<file path="config.mk">
export PLATFORM = sky130hd
export DESIGN_NAME = can_iid_top
export DESIGN_NICKNAME = d
export VERILOG_FILES = /design/src/rtl/can_iid_pkg.sv /design/src/rtl/can_iid_pend.sv /design/src/rtl/can_iid_stat.sv /design/src/rtl/can_iid_prio.sv /design/src/rtl/can_iid_top.sv
export SDC_FILE = /design/constraint.sdc
export NUM_CORES = 1
export LEC_CHECK = 0
export BUFFER_PORTS_ARGS = -buffer_cell sky130_fd_sc_hd__buf_4
export CORE_ASPECT_RATIO = 0.7
export CORE_UTILIZATION = 30
export DETAILED_ROUTE_END_ITERATION = 6
export MAX_ROUTING_LAYER = met4
export SLEW_MARGIN = 20
export SYNTH_ARGS = -nofsm -noshare
export SYNTH_HDL_FRONTEND = slang
export SYNTH_HIERARCHICAL = 1
export SYNTH_SLANG_ARGS = --single-unit
</file>
<file path="constraint.sdc">
create_clock -name clk -period 1.63 [get_ports clk]
set_input_delay 0.163 -clock clk [delete_from_list [all_inputs] [get_ports clk]]
set_output_delay 0.163 -clock clk [all_outputs]
set_load 0.01 [all_outputs]
</file>
<file path="src/rtl/can_iid_pkg.sv">
// Shared parameters and code constants for the CAN interrupt identifier
// encoder. Assumes identifier codes fit in ID_W bits (NOBJ + 2 < 2**ID_W).
package can_iid_pkg;
    localparam int unsigned IID_W_DEF   = 8;
    localparam int unsigned NOBJ_DEF    = 15;
    localparam int unsigned CODE_IDLE   = 0;
    localparam int unsigned CODE_STATUS = 1;
    localparam int unsigned CODE_LAST   = 2;
endpackage

</file>
<file path="src/rtl/can_iid_pend.sv">
// Per-object pending bits. Each bit is set by its event pulse and cleared
// by its clear strobe; set wins over clear. Synchronous active-low reset.
module can_iid_pend #(
    parameter int unsigned NOBJ = can_iid_pkg::NOBJ_DEF
) (
    input  logic            clk,
    input  logic            rst_n,
    input  logic [NOBJ-1:0] set_i,
    input  logic [NOBJ-1:0] clr_i,
    output logic [NOBJ-1:0] pend_o
);
    for (genvar i = 0; i < NOBJ; i++) begin : g_bit
        // Holds the pending state of object i+1.
        always_ff @(posedge clk) begin
            if (!rst_n)        pend_o[i] <= 1'b0;
            else if (set_i[i]) pend_o[i] <= 1'b1;
            else if (clr_i[i]) pend_o[i] <= 1'b0;
        end

        p_set_wins_r9: assert property (@(posedge clk) disable iff (!rst_n)
            set_i[i] |=> pend_o[i]);
        p_clr_only_r9: assert property (@(posedge clk) disable iff (!rst_n)
            (clr_i[i] && !set_i[i]) |=> !pend_o[i]);
    end
endmodule

</file>
<file path="src/rtl/can_iid_stat.sv">
// Status-change cause. Set by a status update or by a bus state change
// while its enable is on; cleared only by a status register read.
// Status writes are accepted on the port but have no effect here.
module can_iid_stat (
    input  logic clk,
    input  logic rst_n,
    input  logic stat_evt,
    input  logic bus_chg,
    input  logic err_ie,
    input  logic stat_wr,
    input  logic stat_rd,
    output logic pend_o
);
    logic set_w;

    // Qualify the bus state change with its enable.
    assign set_w = stat_evt | (bus_chg & err_ie);

    // Holds the status-change cause; set wins over the read acknowledge.
    always_ff @(posedge clk) begin
        if (!rst_n)       pend_o <= 1'b0;
        else if (set_w)   pend_o <= 1'b1;
        else if (stat_rd) pend_o <= 1'b0;
    end

    p_wr_no_effect_r4: assert property (@(posedge clk) disable iff (!rst_n)
        (stat_wr && !stat_rd && !stat_evt && !bus_chg) |=> $stable(pend_o));
    p_rd_clears_r5: assert property (@(posedge clk) disable iff (!rst_n)
        (stat_rd && !stat_evt && !bus_chg) |=> !pend_o);
    p_gated_bus_r3: assert property (@(posedge clk) disable iff (!rst_n)
        (!pend_o && bus_chg && !err_ie && !stat_evt) |=> !pend_o);
endmodule

</file>
<file path="src/rtl/can_iid_prio.sv">
// Combinational ranking of pending causes into an identifier code:
// status first, then the last object (code 2), then objects 1..NOBJ-1
// with the lower number first (code 2 + N). Assumes NOBJ >= 2.
module can_iid_prio #(
    parameter int unsigned NOBJ = can_iid_pkg::NOBJ_DEF,
    parameter int unsigned ID_W = can_iid_pkg::IID_W_DEF
) (
    input  logic            stat_i,
    input  logic [NOBJ-1:0] pend_i,
    output logic [ID_W-1:0] code_o
);
    localparam logic [ID_W-1:0] C_IDLE = ID_W'(can_iid_pkg::CODE_IDLE);
    localparam logic [ID_W-1:0] C_STAT = ID_W'(can_iid_pkg::CODE_STATUS);
    localparam logic [ID_W-1:0] C_LAST = ID_W'(can_iid_pkg::CODE_LAST);

    // Pick the highest ranked pending cause; later assignments win.
    always_comb begin
        code_o = C_IDLE;
        for (int i = NOBJ - 2; i >= 0; i--) begin
            if (pend_i[i]) code_o = ID_W'(i + 3);
        end
        if (pend_i[NOBJ-1]) code_o = C_LAST;
        if (stat_i)         code_o = C_STAT;
    end
endmodule

</file>
<file path="src/rtl/can_iid_top.sv">
// CAN interrupt identifier encoder top. Collects status and per-object
// causes, ranks them, and registers the resulting identifier one clock
// after the pending state. irq is high while the identifier is non-zero.
module can_iid_top #(
    parameter int unsigned NOBJ = can_iid_pkg::NOBJ_DEF,
    parameter int unsigned ID_W = can_iid_pkg::IID_W_DEF
) (
    input  logic            clk,
    input  logic            rst_n,
    input  logic            stat_evt,
    input  logic            bus_chg,
    input  logic            err_ie,
    input  logic            stat_wr,
    input  logic            stat_rd,
    input  logic [NOBJ-1:0] obj_set,
    input  logic [NOBJ-1:0] obj_clr,
    output logic [ID_W-1:0] int_id,
    output logic            irq,
    output logic [NOBJ-1:0] obj_pend
);
    logic            stat_pend;
    logic [ID_W-1:0] code_w;

    can_iid_stat u_stat (
        .clk(clk), .rst_n(rst_n), .stat_evt(stat_evt), .bus_chg(bus_chg),
        .err_ie(err_ie), .stat_wr(stat_wr), .stat_rd(stat_rd),
        .pend_o(stat_pend)
    );

    can_iid_pend #(.NOBJ(NOBJ)) u_pend (
        .clk(clk), .rst_n(rst_n), .set_i(obj_set), .clr_i(obj_clr),
        .pend_o(obj_pend)
    );

    can_iid_prio #(.NOBJ(NOBJ), .ID_W(ID_W)) u_prio (
        .stat_i(stat_pend), .pend_i(obj_pend), .code_o(code_w)
    );

    // Register the ranked code as the visible identifier.
    always_ff @(posedge clk) begin
        if (!rst_n) int_id <= '0;
        else        int_id <= code_w;
    end

    // Request line follows the identifier.
    assign irq = |int_id;

    p_status_first_r8: assert property (@(posedge clk) disable iff (!rst_n)
        stat_pend |=> (int_id == ID_W'(1)));
    p_last_obj_r6: assert property (@(posedge clk) disable iff (!rst_n)
        (!stat_pend && obj_pend[NOBJ-1]) |=> (int_id == ID_W'(2)));
    p_idle_code_r10: assert property (@(posedge clk) disable iff (!rst_n)
        (!stat_pend && obj_pend == '0) |=> (int_id == '0 && !irq));
endmodule

</file>
==> metrics.cfg <==
[sta]
setup_violations=0
fmax_mhz=707
slew_headroom_pct=64.1
worst_slew_pin_slew_ns=0.534
whs_ns=0.104
setup_slack_ns=0.215
finalCritPeriodShare_pct=86.8
fin_worst_skew_ns=0.00365
min_period_ns=1.41
grt_setup_unrepaired=no
final_max_slew_viol_count=0
fin_setup_tns_ns=0
finalHoldViolCount=0

[cells_and_area]
postLayoutCoreUtil_pct=51.0
layout_common_cells=buf_4, dfxtp_1, nor2b_1, o21a_1, and2_1
area_delta_synth_final_pct=53.7
antenna_cells=0
final_common_cell=buf_4
nNetsFinal=204
drive_gt1_share_pct=39.8

[drt]
wirelength_um=2270
drt_iter0_markers=9
dr.max_layer_used=met4
met2RoutedLength_um=983
vias=922
ant_nets=0
drc_errors=0
drt-wirelength-per-cell_um=11.3
dr.pass1.iters=4
via_per_inst=4.56
drt-met1-wl_um=1100
wl_met3_um=181

[critical_path]
crit_type=reg -> reg
crit_path_end=int_id[2]$_SDFF_PN0_
critical_path_required_ns=1.79
start_kind=flip-flop
reg2reg_from=u_pend/pend_o[3]$_SDFFE_PN0P_
ff2ff_path_depth=4
critPathCaptureType=flip-flop
crit_start=u_pend/pend_o[3]$_SDFFE_PN0P_
r2r_setup_slack_ns=0.22
worstReg2RegEnd=int_id[2]$_SDFF_PN0_
arrival_ns=1.57
crit_fanout=5

[cts]
clk_latency_ns=0.26
cts_tree=built
cts_resized=0
cts_sinks=24
post_cts_buffers=0
ctsHoldBuffers=0
cts.reportedPaths.clkPinSlew_ns=0.08
clockBufferDepth=2
htreeDepth=1
clockRootBuffer=clkbuf_8
cts_buffers=3

[run_status]
outcome=finished clean

[floorplan]
die_h_um=49.7
die_x_um=70.2
fp.dieArea_um2=3490
row_count=16
ios=61
initial_utilization_pct=33.2
core-area_um2=2940

[place]
io_buffers=59
dpl.hpwl_um=1770
gp_congestion=0.695
dpl_worst_slack_ns=0.305

[logic_synthesis]
syn-cell-area_um2=976
synthCells=104
synth-warning-count=6
ys_types=25
syn_area_per_cell_um2=9.38
ys_ff_latch=24
seq_area_frac_synth_pct=49.2

[global_route]
grt_usage_pct=14.3
antenna_found_initial=0
grt_pass1_vias=812
grt_pass1_wl_um=3750
grt_max_degree=25
overflow=0

[hold_path]
min_path_type=in -> reg

[pwr]
power_w=0.00129
vdd_drop_max_uv=438
leakagePower_nw=0.698
p_per_area_nw_per_um2=861

[run]
max_cap_violations=0

logic make-up after synthesis:
group	count (synthesis)	synth area share (%)
simple gates	45	26.7
compound gates	26	18.7
flops	24	49.2
buf+inv	8	5.00
other cells	1	0.384
per-layer routing:
layer / up-vias / track usage, %
li1: 474 / -
met4: 0 / 3.00
met5: - / -
met2: 41 / 21.6
met3: 2 / 5.32
met1: 405 / 18.4
worst min-delay path by stage:
stage                      startpoint                              to  slack [ns]  depth (start not counted)
after floorplan                 rst_n   u_pend/pend_o[0]$_SDFFE_PN0P_        0.28                          1
after global placement     obj_set[0]   u_pend/pend_o[0]$_SDFFE_PN0P_        0.37                          2
after detailed placement   obj_set[5]   u_pend/pend_o[5]$_SDFFE_PN0P_        0.38                          2
after CTS                  obj_set[6]   u_pend/pend_o[6]$_SDFFE_PN0P_         0.1                          2
after global routing      obj_set[14]  u_pend/pend_o[14]$_SDFFE_PN0P_        0.09                          2
final                      obj_set[5]   u_pend/pend_o[5]$_SDFFE_PN0P_        0.10                          2
sequential cells by signal (all words and copies together), names as in the netlist:
register,cells
int_id,8
u_pend/pend_o,15
u_stat/pend_o,1
layout make-up:
type                    count  area, µm²
flip-flops and latches     24        480
multi-input cells          74        454
repair buffers             60        450
clock buffers               4       55.1
well taps                  36       45.0
fillers                   272       1440
inverters                   4       15.0
worst max-delay path, stage by stage (launching register included):
cell and delay, ns:
dfxtp_1 0.35, nor4_1 0.51, o21ai_1 0.13, and2_1 0.18, and2_1 0.14
synth_stat cells (all sizes together):
cell	n	area [µm²]
and3	1	6.26
a211oi	1	7.51
nor2	7	26.3
a2111oi	1	8.76
and4	1	8.76
inv	4	15.0
o21ai	2	10.0
o31ai	1	7.51
nor2b	15	93.8
buf	4	33.8
nor4	5	37.5
a21oi	4	20.0
conb	1	3.75
nand2b	1	6.26
nand2	4	15.0
nor3	2	10.0
o41ai	1	8.76
and2	9	56.3
o21a	15	113
dfxtp	24	480
a21boi	1	7.51
power by group:
group | internal, W | switching, W | total [W]
clock network | 0.000215 | 0.000173 | 0.000388
registers | 0.000624 | 0.0000391 | 0.000663
logic | 0.000152 | 0.0000897 | 0.000241
total | 0.000991 | 0.000302 | 0.00129
through the flow:
step,instance area (µm²),instances
global route,1500,202
global placement,1450,198
CTS,1500,202
detailed placement,1450,198
finish,1500,202
floorplan,983,106
No activity file was read; power rests on OpenSTA's default activity.
